==> config.mk <==
export PLATFORM = sky130hd
export DESIGN_NAME = pmem_window
export DESIGN_NICKNAME = d
export VERILOG_FILES = /design/src/rtl/pmw_pkg.sv /design/src/rtl/pmw_rstsync.sv /design/src/rtl/pmw_regif.sv /design/src/rtl/pmw_xfer.sv /design/src/rtl/pmem_window.sv
export SDC_FILE = /design/constraint.sdc
export NUM_CORES = 1
export LEC_CHECK = 0
export BUFFER_PORTS_ARGS = -buffer_cell sky130_fd_sc_hd__buf_2
export CORE_AREA = 4 4 84 86
export CTS_BUF_LIST = sky130_fd_sc_hd__clkbuf_4
export DETAILED_ROUTE_END_ITERATION = 12
export DIE_AREA = 0 0 88 90
export PLACE_DENSITY = 0.84
export SKIP_CTS_REPAIR_TIMING = 1
export SYNTH_ARGS = -nofsm -noshare
export SYNTH_HDL_FRONTEND = slang
export SYNTH_HIERARCHICAL = 1
export SYNTH_SLANG_ARGS = --single-unit
==> constraint.sdc <==
create_clock -name clk -period 7.3 [get_ports clk]
set_clock_uncertainty 0.2 [all_clocks]
set_input_delay 1.095 -clock clk [delete_from_list [all_inputs] [get_ports clk]]
set_output_delay 1.095 -clock clk [all_outputs]
set_load 0.02 [all_outputs]
==> src/rtl/pmw_pkg.sv <==
package pmw_pkg;
  typedef enum logic [1:0] {
    REG_STAT = 2'd0,
    REG_RPTR = 2'd1,
    REG_WPTR = 2'd2,
    REG_DATA = 2'd3
  } pmw_reg_e;

  localparam int ST_WPEND = 0;
  localparam int ST_RPEND = 1;
  localparam int ST_BUSY  = 2;
  localparam int ST_ERR   = 3;
  localparam int ST_BITS  = 4;
endpackage

==> src/rtl/pmw_rstsync.sv <==
module pmw_rstsync #(
  parameter int STAGES = 2
) (
  input  logic clk,
  input  logic rst_ni,
  output logic rst_no
);
  logic [STAGES-1:0] sync_q;
  logic [STAGES-1:0] sync_n;

  always_comb begin
    sync_n = {sync_q[STAGES-2:0], 1'b1};
  end

  always_ff @(posedge clk or negedge rst_ni) begin
    if (!rst_ni) sync_q <= '0;
    else         sync_q <= sync_n;
  end

  assign rst_no = sync_q[STAGES-1];
endmodule

==> src/rtl/pmw_regif.sv <==
module pmw_regif
  import pmw_pkg::*;
#(
  parameter int AW = 9,
  parameter int DW = 12,
  parameter int HW = 16
) (
  input  logic          clk,
  input  logic          rst_n,
  input  logic [1:0]    hst_addr,
  input  logic          hst_wr,
  input  logic [HW-1:0] hst_wdata,
  input  logic          hst_rd,
  output logic [HW-1:0] hst_rdata,
  input  logic          rd_pend,
  input  logic          wr_pend,
  input  logic [DW-1:0] rd_buf,
  output logic          rd_kick,
  output logic [AW-1:0] rd_kick_addr,
  output logic          wr_kick,
  output logic [AW-1:0] wr_kick_addr,
  output logic [DW-1:0] wr_kick_data
);
  localparam int PADD = HW - DW;
  localparam int PADS = HW - ST_BITS;

  logic [AW-1:0] rptr_q, rptr_n;
  logic [AW-1:0] wptr_q, wptr_n;
  logic          err_q, err_n;
  logic          busy;
  logic          acc_wr, acc_rd;
  logic          data_wr, data_rd;
  pmw_reg_e      sel;
  logic          unused_hi;

  assign unused_hi = ^hst_wdata[HW-1:DW];
  assign busy      = rd_pend | wr_pend;

  always_comb begin
    sel     = pmw_reg_e'(hst_addr);
    acc_wr  = hst_wr;
    acc_rd  = hst_rd & ~hst_wr;
    data_wr = acc_wr && (sel == REG_DATA);
    data_rd = acc_rd && (sel == REG_DATA);

    rptr_n       = rptr_q;
    wptr_n       = wptr_q;
    err_n        = err_q;
    rd_kick      = 1'b0;
    rd_kick_addr = rptr_q;
    wr_kick      = 1'b0;
    wr_kick_addr = wptr_q;
    wr_kick_data = hst_wdata[DW-1:0];

    if (acc_wr && (sel == REG_RPTR)) begin
      rptr_n       = hst_wdata[AW-1:0];
      rd_kick      = 1'b1;
      rd_kick_addr = hst_wdata[AW-1:0];
    end
    if (acc_wr && (sel == REG_WPTR)) begin
      wptr_n = hst_wdata[AW-1:0];
    end
    if (data_wr) begin
      if (busy) begin
        err_n = 1'b1;
      end else begin
        wr_kick = 1'b1;
        wptr_n  = wptr_q + 1'b1;
      end
    end
    if (data_rd) begin
      if (busy) begin
        err_n = 1'b1;
      end else begin
        rptr_n       = rptr_q + 1'b1;
        rd_kick      = 1'b1;
        rd_kick_addr = rptr_n;
      end
    end
    if (acc_rd && (sel == REG_STAT)) begin
      err_n = 1'b0;
    end
  end

  always_comb begin
    hst_rdata = '0;
    if (hst_rd) begin
      case (sel)
        REG_STAT: hst_rdata = {{PADS{1'b0}}, err_q, busy, rd_pend, wr_pend};
        REG_DATA: hst_rdata = {{PADD{1'b0}}, rd_buf};
        default:  hst_rdata = '0;
      endcase
    end
  end

  always_ff @(posedge clk or negedge rst_n) begin
    if (!rst_n) begin
      rptr_q <= '0;
      wptr_q <= '0;
      err_q  <= 1'b0;
    end else begin
      rptr_q <= rptr_n;
      wptr_q <= wptr_n;
      err_q  <= err_n;
    end
  end

  // a data access while busy must leave the error bit set
  p_err_on_busy_r8: assert property (@(posedge clk) disable iff (!rst_n)
    ((data_wr || data_rd) && busy) |=> err_q);

  // a refused data write must not move the write pointer
  p_wptr_hold_r8: assert property (@(posedge clk) disable iff (!rst_n)
    (data_wr && busy) |=> $stable(wptr_q));

  // an accepted data write steps the write pointer by one
  p_wptr_step_r4: assert property (@(posedge clk) disable iff (!rst_n)
    (data_wr && !busy) |=> (wptr_q == AW'($past(wptr_q) + 1'b1)));
endmodule

==> src/rtl/pmw_xfer.sv <==
module pmw_xfer #(
  parameter int AW = 9,
  parameter int DW = 12
) (
  input  logic          clk,
  input  logic          rst_n,
  input  logic          rd_kick,
  input  logic [AW-1:0] rd_kick_addr,
  input  logic          wr_kick,
  input  logic [AW-1:0] wr_kick_addr,
  input  logic [DW-1:0] wr_kick_data,
  output logic          rd_pend,
  output logic          wr_pend,
  output logic [DW-1:0] rd_buf,
  output logic          mem_req,
  output logic          mem_we,
  output logic [AW-1:0] mem_addr,
  output logic [DW-1:0] mem_wdata,
  input  logic          mem_ack,
  input  logic [DW-1:0] mem_rdata
);
  logic          rpend_q, rpend_n;
  logic [AW-1:0] raddr_q, raddr_n;
  logic          stale_q, stale_n;
  logic          wpend_q, wpend_n;
  logic [AW-1:0] waddr_q, waddr_n;
  logic [DW-1:0] wdata_q, wdata_n;
  logic          req_q, req_n;
  logic          we_q, we_n;
  logic [AW-1:0] addr_q, addr_n;
  logic [DW-1:0] buf_q, buf_n;
  logic          ack;

  always_comb begin
    ack     = req_q & mem_ack;
    rpend_n = rpend_q;
    raddr_n = raddr_q;
    stale_n = stale_q;
    wpend_n = wpend_q;
    waddr_n = waddr_q;
    wdata_n = wdata_q;
    req_n   = req_q;
    we_n    = we_q;
    addr_n  = addr_q;
    buf_n   = buf_q;

    if (ack) begin
      req_n = 1'b0;
      if (we_q) begin
        wpend_n = 1'b0;
      end else begin
        stale_n = 1'b0;
        if (!stale_q && !rd_kick) begin
          buf_n   = mem_rdata;
          rpend_n = 1'b0;
        end
      end
    end

    if (wr_kick) begin
      wpend_n = 1'b1;
      waddr_n = wr_kick_addr;
      wdata_n = wr_kick_data;
    end

    if (rd_kick) begin
      rpend_n = 1'b1;
      raddr_n = rd_kick_addr;
      if (req_q && !we_q && !ack) stale_n = 1'b1;
    end

    if (!req_q) begin
      if (wpend_n) begin
        req_n  = 1'b1;
        we_n   = 1'b1;
        addr_n = waddr_n;
      end else if (rpend_n) begin
        req_n  = 1'b1;
        we_n   = 1'b0;
        addr_n = raddr_n;
      end
    end
  end

  always_ff @(posedge clk or negedge rst_n) begin
    if (!rst_n) begin
      rpend_q <= 1'b0;
      raddr_q <= '0;
      stale_q <= 1'b0;
      wpend_q <= 1'b0;
      waddr_q <= '0;
      wdata_q <= '0;
      req_q   <= 1'b0;
      we_q    <= 1'b0;
      addr_q  <= '0;
      buf_q   <= '0;
    end else begin
      rpend_q <= rpend_n;
      raddr_q <= raddr_n;
      stale_q <= stale_n;
      wpend_q <= wpend_n;
      waddr_q <= waddr_n;
      wdata_q <= wdata_n;
      req_q   <= req_n;
      we_q    <= we_n;
      addr_q  <= addr_n;
      buf_q   <= buf_n;
    end
  end

  assign rd_pend   = rpend_q;
  assign wr_pend   = wpend_q;
  assign rd_buf    = buf_q;
  assign mem_req   = req_q;
  assign mem_we    = we_q;
  assign mem_addr  = addr_q;
  assign mem_wdata = wdata_q;

  // an unanswered request holds its address, direction and data
  p_req_hold_r7: assert property (@(posedge clk) disable iff (!rst_n)
    (req_q && !mem_ack) |=> (req_q && $stable(addr_q) && $stable(we_q) && $stable(wdata_q)));

  // the request is withdrawn right after it is acknowledged
  p_req_drop_r7: assert property (@(posedge clk) disable iff (!rst_n)
    (req_q && mem_ack) |=> !req_q);

  // a request is outstanding only while a pending flag is up
  p_req_pend_r6: assert property (@(posedge clk) disable iff (!rst_n)
    req_q |-> (rpend_q || wpend_q));

  // with both kinds pending, the write is the one on the bus
  p_wr_first_r9: assert property (@(posedge clk) disable iff (!rst_n)
    (rpend_q && wpend_q) |-> (req_q && we_q));

  // a fetch marked for discard is always one still in flight
  p_stale_inflight_r10: assert property (@(posedge clk) disable iff (!rst_n)
    stale_q |-> (req_q && !we_q));
endmodule

==> src/rtl/pmem_window.sv <==
module pmem_window #(
  parameter int AW = 9,
  parameter int DW = 12,
  parameter int HW = 16,
  parameter int SYNC_STAGES = 2
) (
  input  logic          clk,
  input  logic          rst_n,
  input  logic [1:0]    hst_addr,
  input  logic          hst_wr,
  input  logic [HW-1:0] hst_wdata,
  input  logic          hst_rd,
  output logic [HW-1:0] hst_rdata,
  output logic          mem_req,
  output logic          mem_we,
  output logic [AW-1:0] mem_addr,
  output logic [DW-1:0] mem_wdata,
  input  logic          mem_ack,
  input  logic [DW-1:0] mem_rdata
);
  logic          rst_sn;
  logic          rd_pend, wr_pend;
  logic [DW-1:0] rd_buf;
  logic          rd_kick, wr_kick;
  logic [AW-1:0] rd_kick_addr, wr_kick_addr;
  logic [DW-1:0] wr_kick_data;

  pmw_rstsync #(.STAGES(SYNC_STAGES)) u_rst (
    .clk    (clk),
    .rst_ni (rst_n),
    .rst_no (rst_sn)
  );

  pmw_regif #(.AW(AW), .DW(DW), .HW(HW)) u_regif (
    .clk          (clk),
    .rst_n        (rst_sn),
    .hst_addr     (hst_addr),
    .hst_wr       (hst_wr),
    .hst_wdata    (hst_wdata),
    .hst_rd       (hst_rd),
    .hst_rdata    (hst_rdata),
    .rd_pend      (rd_pend),
    .wr_pend      (wr_pend),
    .rd_buf       (rd_buf),
    .rd_kick      (rd_kick),
    .rd_kick_addr (rd_kick_addr),
    .wr_kick      (wr_kick),
    .wr_kick_addr (wr_kick_addr),
    .wr_kick_data (wr_kick_data)
  );

  pmw_xfer #(.AW(AW), .DW(DW)) u_xfer (
    .clk          (clk),
    .rst_n        (rst_sn),
    .rd_kick      (rd_kick),
    .rd_kick_addr (rd_kick_addr),
    .wr_kick      (wr_kick),
    .wr_kick_addr (wr_kick_addr),
    .wr_kick_data (wr_kick_data),
    .rd_pend      (rd_pend),
    .wr_pend      (wr_pend),
    .rd_buf       (rd_buf),
    .mem_req      (mem_req),
    .mem_we       (mem_we),
    .mem_addr     (mem_addr),
    .mem_wdata    (mem_wdata),
    .mem_ack      (mem_ack),
    .mem_rdata    (mem_rdata)
  );

  // no store traffic while the block is held in reset
  p_idle_in_reset_r1: assert property (@(posedge clk) !rst_sn |-> !mem_req);
endmodule

==> metrics.yaml, run 1 <==
placement:
  portBuffers: 65
  dpl.hpwl_mm: 5.41
  place_ws_ns: 2.76
  gp_congestion: 0.805
grt:
  grt_pass1_vias: 2624
  grt_usage_pct: 20.7
  grt_overflow: 0
  antenna_found_initial: 0
  grt_pass1_wl_mm: 12.9
  grt_max_degree: 76
pwr:
  leakagePower_uw: 0.00186
  power_per_cell_area_nw_per_um2: 406
  peakVddDrop_mv: 0.218
critical_path:
  worst_ep_arrival_time_ns: 4.35
  cp-end-kind: "flip-flop"
  crit_path_cell_trace: "buf_2, ha_1, or3b_4, o21ai_2, nor2_1, a31oi_1, o21ba_2, o22a_1"
  worstPathBufferInverterCount: 1
  critical_path_class: "input port to flip-flop"
  max_stage_delay_ns: 0.82
  cp_max_fo: 17
  path_delay_family: "compound AO/OA/AOI/OAI gates"
  worstReg2RegEnd: "u_xfer/mem_addr[1]"
  r2r_cells: 6
  cp.required_ns: 7.45
  reg2reg_slack_ns: 3.74
  r2r_start: "u_xfer/wr_pend"
  cpMaxStageDelayCell: "a31oi_1"
  start_kind: "input port"
synthesis:
  synth_largest_area_cell: "dfrtp_1"
  yosysSeqAreaShare_pct: 51.9
  async_flop_share_pct: 100
  synth_edf_count: 0
  synth_top_area_share_pct: 51.9
  synth-seq-cells: 77
  avgSynthCellArea_sq_um: 11.7
  synthFlopType: "dfrtp_1"
  yosys_warnings: 6
  ys_types: 47
  yosys-top-cells-count: "dfrtp_1, mux2_2, nor2_1, buf_4, nand2_1"
  syn_area_sq_um: 3710
  ys_top_cells_by_area: "dfrtp_1, mux2_2, buf_4"
  post-synth-top-count-cell: "dfrtp_1"
  syn_inst: 316
detailed_routing:
  ant_nets: 0
  first_iter_violations: 247
  wire_per_inst_um: 17.6
  vias: 2668
  drt-vias-per-instance: 5.96
  drc: 0
  wirelength_mm: 7.88
  drtPass1Iterations: 4
worst_hold_path:
  hp-start: "u_rst/sync_q[0]"
  holdPathStages: 0
  holdCritPathClass: "flip-flop to flip-flop"
  min_to: "u_rst/sync_q[1]"
floorplanning:
  core_area_sq_um: 6280
  pin_count: 74
  die_area_sq_um: 7920
  die_h_um: 90
  fp.dieW_um: 88
  num_rows: 29
  start_util_pct: 59.1
clock_network:
  cts.clk_slew.worst_paths_ns: 0.12
  clkSinkCount: 77
  clk_latency_ns: 0.41
  cts_buffers: 9
  cts_tree: "yes"
  clockBufferDepth: 2
  root_buffer: "clkbuf_4"
  htreeDepth: 3
sta:
  layout_setup_ws_ns: 3.10
  setup_tns_ns: 0
  max-slew-margin-rel_pct: 19.9
  fin_crit_sh_pct: 57.5
  slew_violations: 0
  min_period_ns: 4.20
  worst_pin_slew_ns: 1.20
  finalSetupViolCount: 0
  rsz0062_at_grt: "false"
  hold_viol: 0
  fmax_mhz: 238
layout:
  drive_above_1_share_pct: 36.9
  nets: 408
  n_fill_cell: 474
  syn2layout_area_growth_pct: 11.3
  n_antenna_cell: 0
job:
  cap_violations: 0
run_status:
  status: "complete, no violations"
## metal layers
metal | vias up | wire length (um) | global-route usage [%]
met5 | - | 0 | 0
li1 | 1254 | - | -
met4 | 0 | 123 | 8.82
met3 | 12 | 362 | 2.93
met2 | 73 | 3940 | 32.2
met1 | 1329 | 3450 | 28.8
## final cells by class
cell class / instances / area, sq um / area share (%)
Multi-Input combinational cell: 206 / 1590 / 38.4
Clock buffer: 10 / 75.1 / 1.82
Inverter: 6 / 22.5 / 0.545
Tap cell: 77 / 96.3 / 2.33
Clock inverter: 6 / 87.6 / 2.12
Sequential cell: 77 / 1930 / 46.7
Timing Repair Buffer: 66 / 333 / 8.06
## where the power goes
part / switching, uW / internal, uW / leakage [uW] / total (uW)
Clock: 148 / 142 / 0.0000803 / 290
Sequential: 132 / 613 / 0.000890 / 745
Combinational: 337 / 302 / 0.000892 / 640
Total: 617 / 1060 / 0.00186 / 1670
## cell usage in the layout, fill, tap and decap left out, drive strengths merged, types with 4 or more instances in the layout
cell type	Yosys	layout
dfrtp	77	77
buf	25	66
mux2	42	42
nor2	18	18
nand2	15	15
a211oi	14	14
nand3	13	13
and3	11	11
clkbuf	5	10
o22a	10	10
a21oi	10	10
a2bb2oi	9	9
o21ai	8	8
ha	7	7
inv	6	6
conb	2	5
o21a	4	4
o221a	4	4
## flip-flops by register name, indices dropped and copies added, names as in the netlist, 2 cells and up
name and cells:
u_xfer/mem_wdata 12, u_xfer/rd_buf 12, u_regif/rptr_q 9, u_regif/wr_kick_addr 9
u_xfer/mem_addr 9, u_xfer/raddr_q 9, u_xfer/waddr_q 9, u_rst/sync_q 2
## cell families after synthesis
| group | Yosys count | share of synthesized area [%] |
|---|---|---|
| buffers and inverters | 36 | 5.60 |
| xor gates and xnor gates | 1 | 0.236 |
| DFF | 77 | 51.9 |
| adders and majority gates | 7 | 2.36 |
| and+or+nand+nor | 71 | 10.4 |
| AOI/OAI and AO/OA | 78 | 16.0 |
| other | 2 | 0.202 |
| muxes | 44 | 13.3 |
## how the worst max path moves through the flow
| stage | from | endpoint | slack (ns) | cells past startpoint |
|---|---|---|---|---|
| 5_1_grt | hst_addr[0] | u_xfer/mem_addr[1] | 2.91 | 8 |
| 6_report | hst_addr[0] | u_xfer/mem_addr[1] | 3.10 | 8 |
| 2_1_floorplan | hst_addr[0] | u_xfer/mem_addr[8] | 3.93 | 8 |
| 3_5_place_dp | hst_addr[0] | u_xfer/mem_addr[1] | 2.76 | 8 |
| 3_3_place_gp | hst_addr[0] | u_xfer/mem_addr[8] | 2.80 | 8 |
| 4_1_cts | hst_addr[0] | u_xfer/mem_addr[1] | 3.12 | 8 |
## through the flow
stage	instances	hold WS (ns)	utilization [%]	power (uW)	instance area, sq um
after global routing	448	0.193	65.8	1780	4130
after CTS	448	0.176	65.8	1680	4130
after detailed placement	432	0.146	63.2	1380	3970
after floorplan	319	0.131	-	1220	3720
after global placement	432	0.139	63.2	1350	3970
final	448	0.170	65.8	1670	4130
Note: power is estimated with default switching activity, not from simulation.
==> inputs of run 2 (changes only) <==
--- a/config.mk
+++ b/config.mk
@@ -6,11 +6,11 @@
 export NUM_CORES = 1
 export LEC_CHECK = 0
 export BUFFER_PORTS_ARGS = -buffer_cell sky130_fd_sc_hd__buf_2
-export CORE_AREA = 4 4 84 86
+export CORE_AREA = 4 4 86 88
 export CTS_BUF_LIST = sky130_fd_sc_hd__clkbuf_4
 export DETAILED_ROUTE_END_ITERATION = 12
-export DIE_AREA = 0 0 88 90
-export PLACE_DENSITY = 0.84
+export DIE_AREA = 0 0 90 92
+export PLACE_DENSITY = 0.81
 export SKIP_CTS_REPAIR_TIMING = 1
 export SYNTH_ARGS = -nofsm -noshare
 export SYNTH_HDL_FRONTEND = slang
==> constraint.sdc (replaced) <==
create_clock -name clk -period 4.4 [get_ports clk]
set_clock_uncertainty 0.2 [all_clocks]
set_input_delay 0.66 -clock clk [delete_from_list [all_inputs] [get_ports clk]]
set_output_delay 0.66 -clock clk [all_outputs]
set_load 0.02 [all_outputs]
==> metrics.yaml, run 2 (same netlist as run 1, synthesis figures left out) <==
pwr:
  power_per_cell_area_nw_per_um2: 652
  p_clk_share_pct: 14.7
  p_sw_share_pct: 38.8
  comb_power_share_pct: 39.5
  leakagePower_uw: 0.00186
  peakVddDrop_mv: 0.284
  power.internal_uw: 1650
  p_seq_share_pct: 45.9
  power_switching_uw: 1050
layout:
  drive_above_1_share_pct: 37.6
  layout_commonest_cell: "dfrtp_1"
  syn2layout_area_growth_pct: 11.3
  n_antenna_cell: 0
  nets: 412
  layout.cells.non_filler: 455
  final_cell_mix: "dfrtp_1, buf_2, mux2_2"
floorplanning:
  die_h_um: 92
  die_area_sq_um: 8280
  core_area_sq_um: 6640
  num_rows: 30
  start_util_pct: 55.9
  fp.dieW_um: 90
  pin_count: 74
critical_path:
  worst_ep_arrival_time_ns: 3.30
  start_kind: "input port"
  cp_max_fo: 16
  cp.required_ns: 4.52
  critical_path_class: "input port to flip-flop"
  cp-end-kind: "flip-flop"
grt:
  grt_overflow: 0
  grt_usage_pct: 19.5
  grt_pass1_wl_mm: 12.9
  grt_pass1_vias: 2609
  antenna_found_initial: 0
  grt_max_degree: 39
clock_network:
  clk_latency_ns: 0.44
  cts.clk_slew.worst_paths_ns: 0.13
  cts_tree: "yes"
  root_buffer: "clkbuf_4"
  clockBufferDepth: 2
  cts_buffers: 9
  clkSinkCount: 77
  htreeDepth: 3
detailed_routing:
  ant_nets: 0
  drc: 0
  wirelength_mm: 7.75
  drtPass1Iterations: 4
  wire_per_inst_um: 17.0
  drt-vias-per-instance: 5.81
  first_iter_violations: 191
  vias: 2645
sta:
  setup_tns_ns: 0
  worst_pin_slew_ns: 0.829
  fin_crit_sh_pct: 72.2
  max-slew-margin-rel_pct: 44.6
  rsz0062_at_grt: "false"
  slew_violations: 0
  fmax_mhz: 315
  min_period_ns: 3.18
  finalSetupViolCount: 0
  hold_viol: 0
  layout_setup_ws_ns: 1.22
placement:
  dpl.hpwl_mm: 5.67
  placedCellCount: 438
  place_ws_ns: 0.803
  gp_congestion: 0.753
  portBuffers: 65
worst_hold_path:
  holdCritPathClass: "flip-flop to flip-flop"
job:
  cap_violations: 0
run_status:
  status: "complete, no violations"
run 2: changes by cell type in the layout (fill, tap and decap cells not counted):
cell / delta
clkbuf_4: -1
inv_6: +2
inv_8: +1
clkinv_1: -1
bufinv_16: -2
dlygate4sd3_1: +1
clkinv_4: -1
clkinvlp_4: +2
buf_4: +3
run 2: final timing paths:
path                            depth (start not counted)                 to            start  slack, ns
worst max-delay path                                    8   u_xfer/rd_buf[6]      hst_addr[0]       1.22
worst min-delay path                                    0    u_rst/sync_q[1]  u_rst/sync_q[0]       0.17
worst max register to register                          6   u_xfer/rd_buf[6]   u_xfer/wr_pend       1.43
worst min register to register                          0    u_rst/sync_q[1]  u_rst/sync_q[0]       0.17
max in group asynchronous                               1  u_xfer/raddr_q[1]  u_rst/sync_q[1]       2.83
min in group asynchronous                               0   u_xfer/rd_buf[9]  u_rst/sync_q[1]       0.18
run 2: worst max-delay path: stages:
cell	delay, ns
buf_2	0.11
ha_1	0.48
or3b_4	0.50
o21ai_2	0.35
buf_4	0.26
nor2_1	0.08
nand3_1	0.45
mux2_2	0.42
run 2: power groups by stage:
stage / clock [uW] / sequential [uW] / combinational, uW
2_1_floorplan: 0 / 1310 / 703
3_3_place_gp: 0 / 1230 / 1030
3_5_place_dp: 0 / 1250 / 1060
4_1_cts: 403 / 1240 / 1070
5_1_grt: 430 / 1280 / 1160
6_report: 395 / 1240 / 1060
run 2: layer usage:
| metal | up-vias | track usage, % | wire, um |
|---|---|---|---|
| met5 | - | 0 | 0 |
| met2 | 77 | 31.0 | 3730 |
| met3 | 16 | 4.27 | 380 |
| met4 | 0 | 8.93 | 176 |
| met1 | 1297 | 25.6 | 3470 |
| li1 | 1255 | - | - |
run 2: area by class of cell:
cell class,instances,area (sq um)
flip-flops and latches,77,1930
repair buffers,70,365
inverters,6,22.5
multi-input cells,206,1590
well taps,80,100
fillers,551,2510
clock buffers,9,67.6
clock inverters,7,58.8
run 2: stage by stage:
step / power [uW] / utilization, % / hold WS (ns) / cell area [sq um]
final: 2690 / 62.2 / 0.168 / 4130
after global routing: 2870 / 62.2 / 0.197 / 4130
after CTS: 2710 / 62.0 / -0.234 / 4120
after detailed placement: 2310 / 60.1 / 0.139 / 3990
after global placement: 2250 / 60.1 / 0.139 / 3990
after floorplan: 2020 / - / 0.131 / 3720
